--- src/rtl/hazard_pkg.sv ---
package hazard_pkg;
   typedef enum logic {
      BR_EQ = 1'b0,
      BR_NE = 1'b1
   } br_kind_e;

   localparam int unsigned NUM_SRC = 2;
endpackage

--- src/rtl/hazard_src_match.sv ---
module hazard_src_match #(
   parameter int unsigned REG_AW    = 5,
   parameter bit          ZERO_HARD = 1'b1
) (
   input  logic [REG_AW-1:0] src_i,
   input  logic              src_used_i,
   input  logic [REG_AW-1:0] dst_i,
   input  logic              dst_wr_i,
   output logic              hit_o
);
   logic same;
   assign same = src_used_i && dst_wr_i && (src_i == dst_i);

   generate
      if (ZERO_HARD) begin : g_zero_hard
         assign hit_o = same && (dst_i != '0);
      end else begin : g_zero_plain
         assign hit_o = same;
      end
   endgenerate
endmodule

--- src/rtl/hazard_stage_probe.sv ---
module hazard_stage_probe #(
   parameter int unsigned REG_AW    = 5,
   parameter int unsigned NSRC      = 2,
   parameter bit          ZERO_HARD = 1'b1
) (
   input  logic [NSRC-1:0][REG_AW-1:0] src_i,
   input  logic [NSRC-1:0]             src_used_i,
   input  logic [REG_AW-1:0]           dst_i,
   input  logic                        dst_wr_i,
   output logic                        hit_o
);
   logic [NSRC-1:0] hits;

   generate
      for (genvar s = 0; s < NSRC; s++) begin : g_src
         hazard_src_match #(
            .REG_AW   (REG_AW),
            .ZERO_HARD(ZERO_HARD)
         ) i_match (
            .src_i     (src_i[s]),
            .src_used_i(src_used_i[s]),
            .dst_i     (dst_i),
            .dst_wr_i  (dst_wr_i),
            .hit_o     (hits[s])
         );
      end
   endgenerate

   assign hit_o = |hits;
endmodule

--- src/rtl/hazard_branch_resolve.sv ---
module hazard_branch_resolve
   import hazard_pkg::*;
#(
   parameter int unsigned DATA_W = 32
) (
   input  logic              branch_i,
   input  logic              kind_i,
   input  logic [DATA_W-1:0] opa_i,
   input  logic [DATA_W-1:0] opb_i,
   output logic              taken_o
);
   br_kind_e kind;
   logic     equal;

   always_comb begin
      kind  = br_kind_e'(kind_i);
      equal = (opa_i == opb_i);
      unique case (kind)
         BR_EQ:   taken_o = branch_i && equal;
         BR_NE:   taken_o = branch_i && !equal;
         default: taken_o = 1'b0;
      endcase
   end
endmodule

--- src/rtl/hazard_ctrl.sv ---
module hazard_ctrl
   import hazard_pkg::*;
#(
   parameter int unsigned REG_AW    = 5,
   parameter int unsigned DATA_W    = 32,
   parameter bit          ZERO_HARD = 1'b1
) (
   input  logic              clk,
   input  logic              rst_n,
   input  logic [REG_AW-1:0] id_rs_i,
   input  logic [REG_AW-1:0] id_rt_i,
   input  logic              id_use_rs_i,
   input  logic              id_use_rt_i,
   input  logic              id_branch_i,
   input  logic              id_br_kind_i,
   input  logic [DATA_W-1:0] id_opa_i,
   input  logic [DATA_W-1:0] id_opb_i,
   input  logic [REG_AW-1:0] ex_rd_i,
   input  logic              ex_wr_i,
   input  logic              ex_load_i,
   input  logic [REG_AW-1:0] mem_rd_i,
   input  logic              mem_wr_i,
   input  logic              mem_load_i,
   output logic              pc_we_o,
   output logic              ifid_we_o,
   output logic              idex_bubble_o,
   output logic              ifid_flush_o
);
   localparam int unsigned NSRC = NUM_SRC;

   generate
      if (REG_AW < 1 || REG_AW > 8) begin : g_bad_aw
         $error("hazard_ctrl: REG_AW out of range");
      end
      if (DATA_W < 1) begin : g_bad_dw
         $error("hazard_ctrl: DATA_W must be positive");
      end
   endgenerate

   logic [NSRC-1:0][REG_AW-1:0] srcs;
   logic [NSRC-1:0]             used;
   logic                        ex_hit, mem_hit, taken;
   logic                        load_use, br_ex, br_mem_load, stall;

   assign srcs = {id_rt_i, id_rs_i};
   assign used = {id_use_rt_i, id_use_rs_i};

   hazard_stage_probe #(.REG_AW(REG_AW), .NSRC(NSRC), .ZERO_HARD(ZERO_HARD)) i_probe_ex (
      .src_i(srcs), .src_used_i(used), .dst_i(ex_rd_i), .dst_wr_i(ex_wr_i), .hit_o(ex_hit)
   );

   hazard_stage_probe #(.REG_AW(REG_AW), .NSRC(NSRC), .ZERO_HARD(ZERO_HARD)) i_probe_mem (
      .src_i(srcs), .src_used_i(used), .dst_i(mem_rd_i), .dst_wr_i(mem_wr_i), .hit_o(mem_hit)
   );

   hazard_branch_resolve #(.DATA_W(DATA_W)) i_resolve (
      .branch_i(id_branch_i), .kind_i(id_br_kind_i),
      .opa_i(id_opa_i), .opb_i(id_opb_i), .taken_o(taken)
   );

   always_comb begin
      load_use    = ex_hit && ex_load_i;
      br_ex       = ex_hit && id_branch_i;
      br_mem_load = mem_hit && mem_load_i && id_branch_i;
      stall       = load_use || br_ex || br_mem_load;
   end

   assign pc_we_o       = !stall;
   assign ifid_we_o     = !stall;
   assign idex_bubble_o = stall;
   assign ifid_flush_o  = taken && !stall;

   // a load in execute feeding a used source must hold the front
   p_load_use_stall_r1: assert property (@(posedge clk) disable iff (!rst_n)
      (ex_load_i && ex_wr_i && ex_rd_i != '0 && id_use_rs_i && id_rs_i == ex_rd_i)
      |-> (!pc_we_o && !ifid_we_o && idex_bubble_o));

   // a branch waits on a load still in memory
   p_branch_load_mem_r6: assert property (@(posedge clk) disable iff (!rst_n)
      (id_branch_i && mem_load_i && mem_wr_i && mem_rd_i != '0 &&
       id_use_rt_i && id_rt_i == mem_rd_i) |-> idex_bubble_o);

   // register 0 alone never holds the pipeline
   p_zero_reg_r7: assert property (@(posedge clk) disable iff (!rst_n)
      (ZERO_HARD && ex_rd_i == '0 && mem_rd_i == '0) |-> pc_we_o);

   // a flush only comes from an unstalled branch
   p_flush_free_r9: assert property (@(posedge clk) disable iff (!rst_n)
      ifid_flush_o |-> (id_branch_i && pc_we_o && ifid_we_o));

   // no branch and no load in execute means no hold
   p_quiet_r10: assert property (@(posedge clk) disable iff (!rst_n)
      (!id_branch_i && !ex_load_i) |-> (pc_we_o && !ifid_flush_o));
endmodule

--- config.mk ---
export PLATFORM = sky130hd
export DESIGN_NAME = hazard_ctrl
export DESIGN_NICKNAME = d
export VERILOG_FILES = /design/src/rtl/hazard_pkg.sv /design/src/rtl/hazard_src_match.sv /design/src/rtl/hazard_stage_probe.sv /design/src/rtl/hazard_branch_resolve.sv /design/src/rtl/hazard_ctrl.sv
export SDC_FILE = /design/constraint.sdc
export NUM_CORES = 1
export LEC_CHECK = 0
export ABC_AREA = 1
export BUFFER_PORTS_ARGS = -buffer_cell sky130_fd_sc_hd__buf_2
export CORE_UTILIZATION = 44
export DETAILED_ROUTE_END_ITERATION = 8
export PLACE_DENSITY = 0.93
export REMOVE_ABC_BUFFERS = 1
export SETUP_SLACK_MARGIN = 0.15
export SYNTH_ARGS = -nofsm -noshare
export SYNTH_HDL_FRONTEND = slang
export SYNTH_HIERARCHICAL = 1
export SYNTH_SLANG_ARGS = --single-unit
--- constraint.sdc ---
create_clock -name vclk -period 2.7
set_input_delay 0.405 -clock vclk [all_inputs]
set_output_delay 0.405 -clock vclk [all_outputs]
set_load 0.02 [all_outputs]
== Yosys cells after proc, flatten, opt, wreduce, memory -nomap -nowiden ==
Index checks and enable logic that the tools add are counted.
Operators by class
  multiplexer cells: 1
  reduce and logical (&&, ||, !) cells: 27
  equal/unequal tests: 5
  bitwise logic cells: 1
Operators by type and width (count)
  32-bit == test: 1
  5-bit == test: 4
  1-bit logical AND: 19
  5-bit nonzero test: 2
  2-bit OR reduction: 2
  1-bit logical NOT: 2
  1-bit logical OR: 2
  1-bit case mux with 2 select lines: 1
  1-bit inverter: 1
Storage, ports and cells
  bits in registers: 0
  output and inout bits: 4
  input bits: 94

== Depth between registers and ports, before layout ==
Gate-level depths: netlist of run 1.
  depth after elaboration: 9
  gate-level depth with buffers: 12
  gate-level depth less buffers: 12

== By module ==
Netlist of run 1, hierarchy kept.
By module, submodules not included
  hazard_branch_resolve: sequential area each 0.0 um^2, area an instance 544.3 um^2, times used 1, cells each 118
  hazard_src_match: sequential area each 0.0 um^2, area an instance 131.4 um^2, times used 4, cells each 32
  hazard_ctrl: sequential area each 0.0 um^2, area an instance 43.8 um^2, times used 1, cells each 8
  hazard_stage_probe: sequential area each 0.0 um^2, area an instance 11.3 um^2, times used 2, cells each 3

== Worst setup path after synthesis of run 1 ==
Ideal clock, no wire load.
  path kind: input-to-output
  start point: input id_rs_i[1]
  end point: output pc_we_o
  path slack: 0.869 ns
  stages: 10
  arrival time: 1.426 ns
  data required time: 2.295 ns
  path through: nor2_1 -> nand3_1 -> a21oi_1 -> nor2_1 -> inv_1 -> nand2_1 -> nand2_1 -> nand3_2 -> inv_1 -> buf_4
Between the ends
  longest elaborated chain between the ends: 8
  elaborated cells between the ends (all ways): 15
Ends and longest elaborated chain
  start, declared: RTL line hazard_ctrl.sv:10  | input logic [REG_AW-1:0] id_rs_i,
  5-bit == test *: RTL line hazard_src_match.sv:12  | assign same = src_used_i && dst_wr_i && (src_i == dst_i);
  1-bit logical AND *: RTL line hazard_src_match.sv:12
  1-bit logical AND *: RTL line hazard_src_match.sv:16  | assign hit_o = same && (dst_i != '0);
  named net i_probe_ex.hits[0]: RTL line hazard_stage_probe.sv:12  | logic [NSRC-1:0] hits;
  2-bit OR reduction *: RTL line hazard_stage_probe.sv:29  | assign hit_o = |hits;
  named net ex_hit: RTL line hazard_ctrl.sv:42  | logic ex_hit, mem_hit, taken;
  1-bit logical AND (on tied branches): RTL line hazard_ctrl.sv:62, hazard_ctrl.sv:63
  1-bit logical OR * (2 in a row): RTL line hazard_ctrl.sv:65  | stall = load_use || br_ex || br_mem_load;
  named net idex_bubble_o: RTL line hazard_ctrl.sv:26  | output logic idex_bubble_o,
  1-bit logical NOT *
  end, declared: RTL line hazard_ctrl.sv:24  | output logic pc_we_o,
Mark *: on every way through the listed nets, which the timed path passes. The rest lies on a longest branch.

== Worst setup path after layout of run 1 ==
  start point: input id_opb_i[24]
  end point: output ifid_flush_o
Between the ends
  longest elaborated chain between the ends: 5
  elaborated cells between the ends (all ways): 6
Ends and longest elaborated chain
  start, declared: RTL line hazard_ctrl.sv:17  | input logic [DATA_W-1:0] id_opb_i,
  32-bit == test *: RTL line hazard_branch_resolve.sv:17  | equal = (opa_i == opb_i);
  1-bit logical NOT: RTL line hazard_branch_resolve.sv:20  | BR_NE: taken_o = branch_i && !equal;
  1-bit logical AND: RTL line hazard_branch_resolve.sv:20
  1-bit case mux with 2 select lines *: RTL line hazard_branch_resolve.sv:18  | unique case (kind)
  named net taken: RTL line hazard_ctrl.sv:42
  1-bit logical AND *: RTL line hazard_ctrl.sv:71  | assign ifid_flush_o = taken && !stall;
  end, declared: RTL line hazard_ctrl.sv:27  | output logic ifid_flush_o
Marked as above.

==> results of run 1 <==
-- kinds of logic after synthesis --
logic type,Yosys count,synth area share (%)
buffers and inverters,74,24.8
AOI/OAI and AO/OA,6,2.64
xor gates and xnor gates,18,13.9
and+or+nand+nor,162,58.7
-- layer usage --
layer / vias up / global-route usage (%) / wire [µm]
met1: 684 / 27.3 / 1310
met3: 0 / 0.870 / 147
met5: - / 0 / 0
met2: 35 / 41.4 / 1510
met4: 0 / 0.877 / 0
li1: 919 / - / -
-- synth_stat cells --
master	instances	area share, %
o21ai_1	1	0.44
a21oi_1	5	2.2
nor2_2	15	8.3
nand3_1	10	4.4
clkinv_1	4	1.3
nand3_2	1	0.88
inv_1	61	20
nor2_1	18	5.9
nand4_1	1	0.55
buf_4	1	0.66
nand2_1	117	39
inv_2	8	2.6
xnor2_1	18	14
-- where the power goes --
group	total (mW)	switching [mW]	internal, mW
sequential	0	0	0
clock	0	0	0
combinational	0.215	0.109	0.106
total	0.215	0.109	0.106
-- final cells by class --
type	instances	share of cell area, %
Inverter	73	16.6
Multi-Input combinational cell	186	51.9
Tap cell	30	2.28
Timing Repair Buffer	96	29.2
-- stage by stage --
| step | hold slack (ns) | utilization, % |
|---|---|---|
| 4_1_cts | 1.20 | 67.1 |
| 3_3_place_gp | 1.19 | 67.1 |
| 3_5_place_dp | 1.20 | 67.1 |
| 5_1_grt | 1.23 | 67.1 |
| 2_1_floorplan | 0.993 | - |
| 6_report | 1.20 | 67.1 |
-- tightest hold or removal path: cells and delay by family --
kind / cells / cell delay [ns]
buffers and inverters: 2 / 0.25
AND/OR/NAND/NOR: 2 / 0.14
-- final timing paths --
| check | startpoint | to | slack (ns) | cells past startpoint |
|---|---|---|---|---|
| setup / recovery | id_opb_i[24] | ifid_flush_o | 0.79 | 11 |
| hold / removal | ex_load_i | idex_bubble_o | 1.20 | 4 |
==> results.sh, run 1 <==
export IMPL_status="complete, no violations"
export IMPL_cp_num_buf_inv=3
export IMPL_slew_headroom_pct=89.6
export IMPL_ys_warn_count=6
export IMPL_cp_end_kind="output pin"
export IMPL_critPathRequiredTime_ns=2.30
export IMPL_syn_avg_cell_area_um2=4.37
export IMPL_hold_viol=0
export IMPL_critical_path_class="in -> out"
export IMPL_instances_no_fill=385
export IMPL_finalMaxSlewViolations=0
export IMPL_dp_cells=385
export IMPL_antenna_found_initial=0
export IMPL_grt_overflow=0
export IMPL_die_h_um=52.8
export IMPL_grt_first_pass_wirelength_um=4880
export IMPL_placementRows=18
export IMPL_grt_usage_pct=21.6
export IMPL_synthCells=260
export IMPL_layout_commonest_cell="nand2_1"
export IMPL_gp_congestion=0.802
export IMPL_first_pass_iters=4
export IMPL_nClkBuffers=0
export IMPL_layout_area_seq_um2=0
export IMPL_hp_class="in -> out"
export IMPL_synth_seq_area_share_pct=0
export IMPL_synthesis_area_mm2=0.00114
export IMPL_wl_per_cell_um=7.69
export IMPL_post_route_min_period_ns=1.91
export IMPL_area_growth_pct=44.9
export IMPL_p_leak_nw=1.16
export IMPL_drtAntennaViolNets=0
export IMPL_worstPathCellList="buf_2 -> xnor2_1 -> nand2_1 -> nor2_1 -> nand2_1 -> nor2_2 -> a21oi_1 -> nor2_1 -> inv_1 -> nor2_2 -> buf_2"
export IMPL_initial_core_util_pct=46.3
export IMPL_portBuffers=96
export IMPL_finalCritPeriodShare_pct=70.9
export IMPL_io_pins=98
export IMPL_final_layout_size_suffix_gt1_share_pct=33.8
export IMPL_cap_violations=0
export IMPL_cp_start_kind="primary input"
export IMPL_setup_slack_ns=0.786
export IMPL_power_density_mw_per_mm2=130
export IMPL_rsz0062_at_grt="false"
export IMPL_multiInputGateArea_um2=855
export IMPL_ir_worst_vdd_v=0.0000985
export IMPL_fin_setup_tns_ns=0
export IMPL_die_area_mm2=0.00279
export IMPL_core_mm2=0.00245
export IMPL_vias=1638
export IMPL_hpwl_um=2730
export IMPL_viasPerCell=4.25
export IMPL_routed_wl_um=2960
export IMPL_pre_cts_ws_ns=0.773
export IMPL_cp_top_family="simple AND/OR/NAND/NOR gates"
export IMPL_fmax_ghz=0.522
export IMPL_worst_slew_pin_transition_ns=0.156
export IMPL_num_antenna_cells=0
export IMPL_drc=0
export IMPL_grt_pass1_vias=1312
export IMPL_fillers=238
export IMPL_final_cell_mix="nand2_1 (117), buf_2 (96), inv_1 (61), nor2_1 (18), xnor2_1 (18)"
export IMPL_post_cts_buffers=0
export IMPL_cp_arrival_ns=1.51
export IMPL_nets=451
export IMPL_grt_max_degree=7
export IMPL_post_cts_resized=0
export IMPL_place_area_mm2=0.00165
export IMPL_design_area_mm2=0.00165
export IMPL_critical_path_max_stage_delay_ns=0.16
export IMPL_finalPower_uw=215
export IMPL_die_width_um=52.8
export IMPL_holdBufCountCts=0
export IMPL_crit_fanout=2
export IMPL_setup_violations=0
export IMPL_synth_distinct_cells=13
export IMPL_numSequentialCells=0
export IMPL_crit_slowest_cell="buf_2"
export IMPL_first_iter_violations=18
Note: power is estimated with default switching activity, not from simulation.
==> inputs of run 2 (changes only) <==
Settings changed: CORE_UTILIZATION 44 to 37, PLACE_DENSITY 0.93 to 0.84.
Clock period 2.7 ns to 1.7 ns, I/O delays scaled along.
==> run 2 against run 1 <==
Effect of this change: the run now ends with design-rule violations left; die area is 18% higher; sequential share of layout area stayed put; utilization is 0.29 points higher; combinational power is 94% higher; via count is 3.5% higher; non-clock buffer count stayed put; final cell count is 0.26% higher; sequential cell count stayed put; clock-buffer cell count stayed put; cell area is 16% higher; first-iteration DRC count grew to 4.1 times the previous value; critical path depth stayed put; largest cell class unchanged.
==> results.sh, run 2 (same netlist as run 1, synthesis figures left out) <==
export IMPL_status="finished with violations"
export IMPL_violations="design-rule violations"
export IMPL_nClkBuffers=0
export IMPL_hpwl_um=2900
export IMPL_cp_num_buf_inv=3
export IMPL_vias=1696
export IMPL_grt_usage_pct=20.4
export IMPL_fillers=278
export IMPL_io_pins=98
export IMPL_cp_arrival_ns=1.29
export IMPL_ir_worst_vdd_v=0.000132
export IMPL_fin_setup_tns_ns=0
export IMPL_cp_end_kind="output pin"
export IMPL_p_leak_nw=1.24
export IMPL_p_seq_share_pct=0
export IMPL_finalCritPeriodShare_pct=91.1
export IMPL_crit_fanout=2
export IMPL_die_width_um=57.4
export IMPL_layout_commonest_cell="nand2_1"
export IMPL_first_pass_iters=7
export IMPL_portBuffers=96
export IMPL_routed_wl_um=3830
export IMPL_initial_core_util_pct=40.2
export IMPL_grt_overflow=0
export IMPL_layout_area_seq_um2=0
export IMPL_slew_headroom_pct=91.1
export IMPL_multiInputGateArea_um2=932
export IMPL_hold_viol=0
export IMPL_post_route_min_period_ns=1.55
export IMPL_place_area_mm2=0.00165
export IMPL_antenna_found_initial=0
export IMPL_grt_max_degree=7
export IMPL_crit_cells=11
export IMPL_die_area_mm2=0.00330
export IMPL_clockPowerShare_pct=0
export IMPL_worst_slew_pin_transition_ns=0.132
export IMPL_area_growth_pct=67.7
export IMPL_drc=6
export IMPL_finalPower_uw=417
export IMPL_first_iter_violations=73
export IMPL_hold_depth=4
export IMPL_sw_frac_of_total_pct=47.7
export IMPL_finalMaxSlewViolations=0
export IMPL_worstPathCellList="buf_2 -> xnor2_2 -> nand2_1 -> nor2_1 -> nand2_1 -> nor2_2 -> a21oi_1 -> nor2_1 -> inv_1 -> nor2_2 -> buf_6"
export IMPL_grt_first_pass_wirelength_um=5680
export IMPL_drtAntennaViolNets=0
export IMPL_core_mm2=0.00283
export IMPL_rsz0062_at_grt="true"
export IMPL_nets=451
export IMPL_post_cts_buffers=0
export IMPL_numSequentialCells=0
export IMPL_design_area_mm2=0.00191
export IMPL_num_antenna_cells=0
export IMPL_wl_per_cell_um=9.92
export IMPL_power_density_mw_per_mm2=219
export IMPL_placementRows=19
export IMPL_holdBufCountCts=0
export IMPL_cp_top_family="simple AND/OR/NAND/NOR gates"
export IMPL_comb_power_share_pct=100.0
export IMPL_final_layout_size_suffix_gt1_share_pct=43.9
export IMPL_fmax_ghz=0.646
export IMPL_cp_start_kind="primary input"
export IMPL_dp_cells=386
export IMPL_viasPerCell=4.39
export IMPL_crit_slowest_cell="xnor2_2"
export IMPL_die_h_um=57.4
export IMPL_setup_violations=0
export IMPL_utilization_pct=67.4
export IMPL_hp_class="in -> out"
export IMPL_critPathRequiredTime_ns=1.44
export IMPL_critical_path_max_stage_delay_ns=0.16
export IMPL_gp_congestion=0.838
export IMPL_critical_path_class="in -> out"
export IMPL_cap_violations=0
export IMPL_p_int_uw=218
export IMPL_grt_pass1_vias=1492
export IMPL_net_switching_power_uw=199
export IMPL_instances_no_fill=386
export IMPL_final_cell_mix="nand2_1 (100), buf_2 (73), inv_1 (51), inv_2 (18)"
[run 2: through the flow]
stage               hold WS [ns]  setup slack (ns)
floorplan                  0.693             0.248
global placement           0.900             0.139
CTS                        0.905             0.148
global route               0.914            0.0326
detailed placement         0.907            0.0864
finish                     0.898             0.151
[run 2: power by group through the flow]
stage          clock network [mW]  registers, mW  logic (mW)
3_3_place_gp                    0              0       0.331
4_1_cts                         0              0       0.358
2_1_floorplan                   0              0       0.178
3_5_place_dp                    0              0       0.342
6_report                        0              0       0.417
5_1_grt                         0              0       0.465
[run 2: metal layers]
metal | vias to the layer above | track usage [%] | routed length (µm)
met4 | 0 | 1.05 | 63
met2 | 64 | 40.4 | 2090
met1 | 709 | 25.4 | 1450
met5 | - | 0 | 0
li1 | 917 | - | -
met3 | 6 | 0.454 | 223
[run 2: area by class of cell]
class / count / area share, %
multi-input cells: 186 / 48.9
repair buffers: 96 / 34.1
inverters: 73 / 14.9
well taps: 31 / 2.04
[run 2: path summary, 6_finish.rpt]
check | start | endpoint | slack [ns]
max | id_opa_i[25] | ifid_flush_o | 0.15
min | ex_load_i | idex_bubble_o | 0.90
[run 2: timing repair]
action                                  4_1_cts  5_1_grt
resized for setup                            20       74
pin swaps                                    16       43
endpoints found under the setup margin        3        4
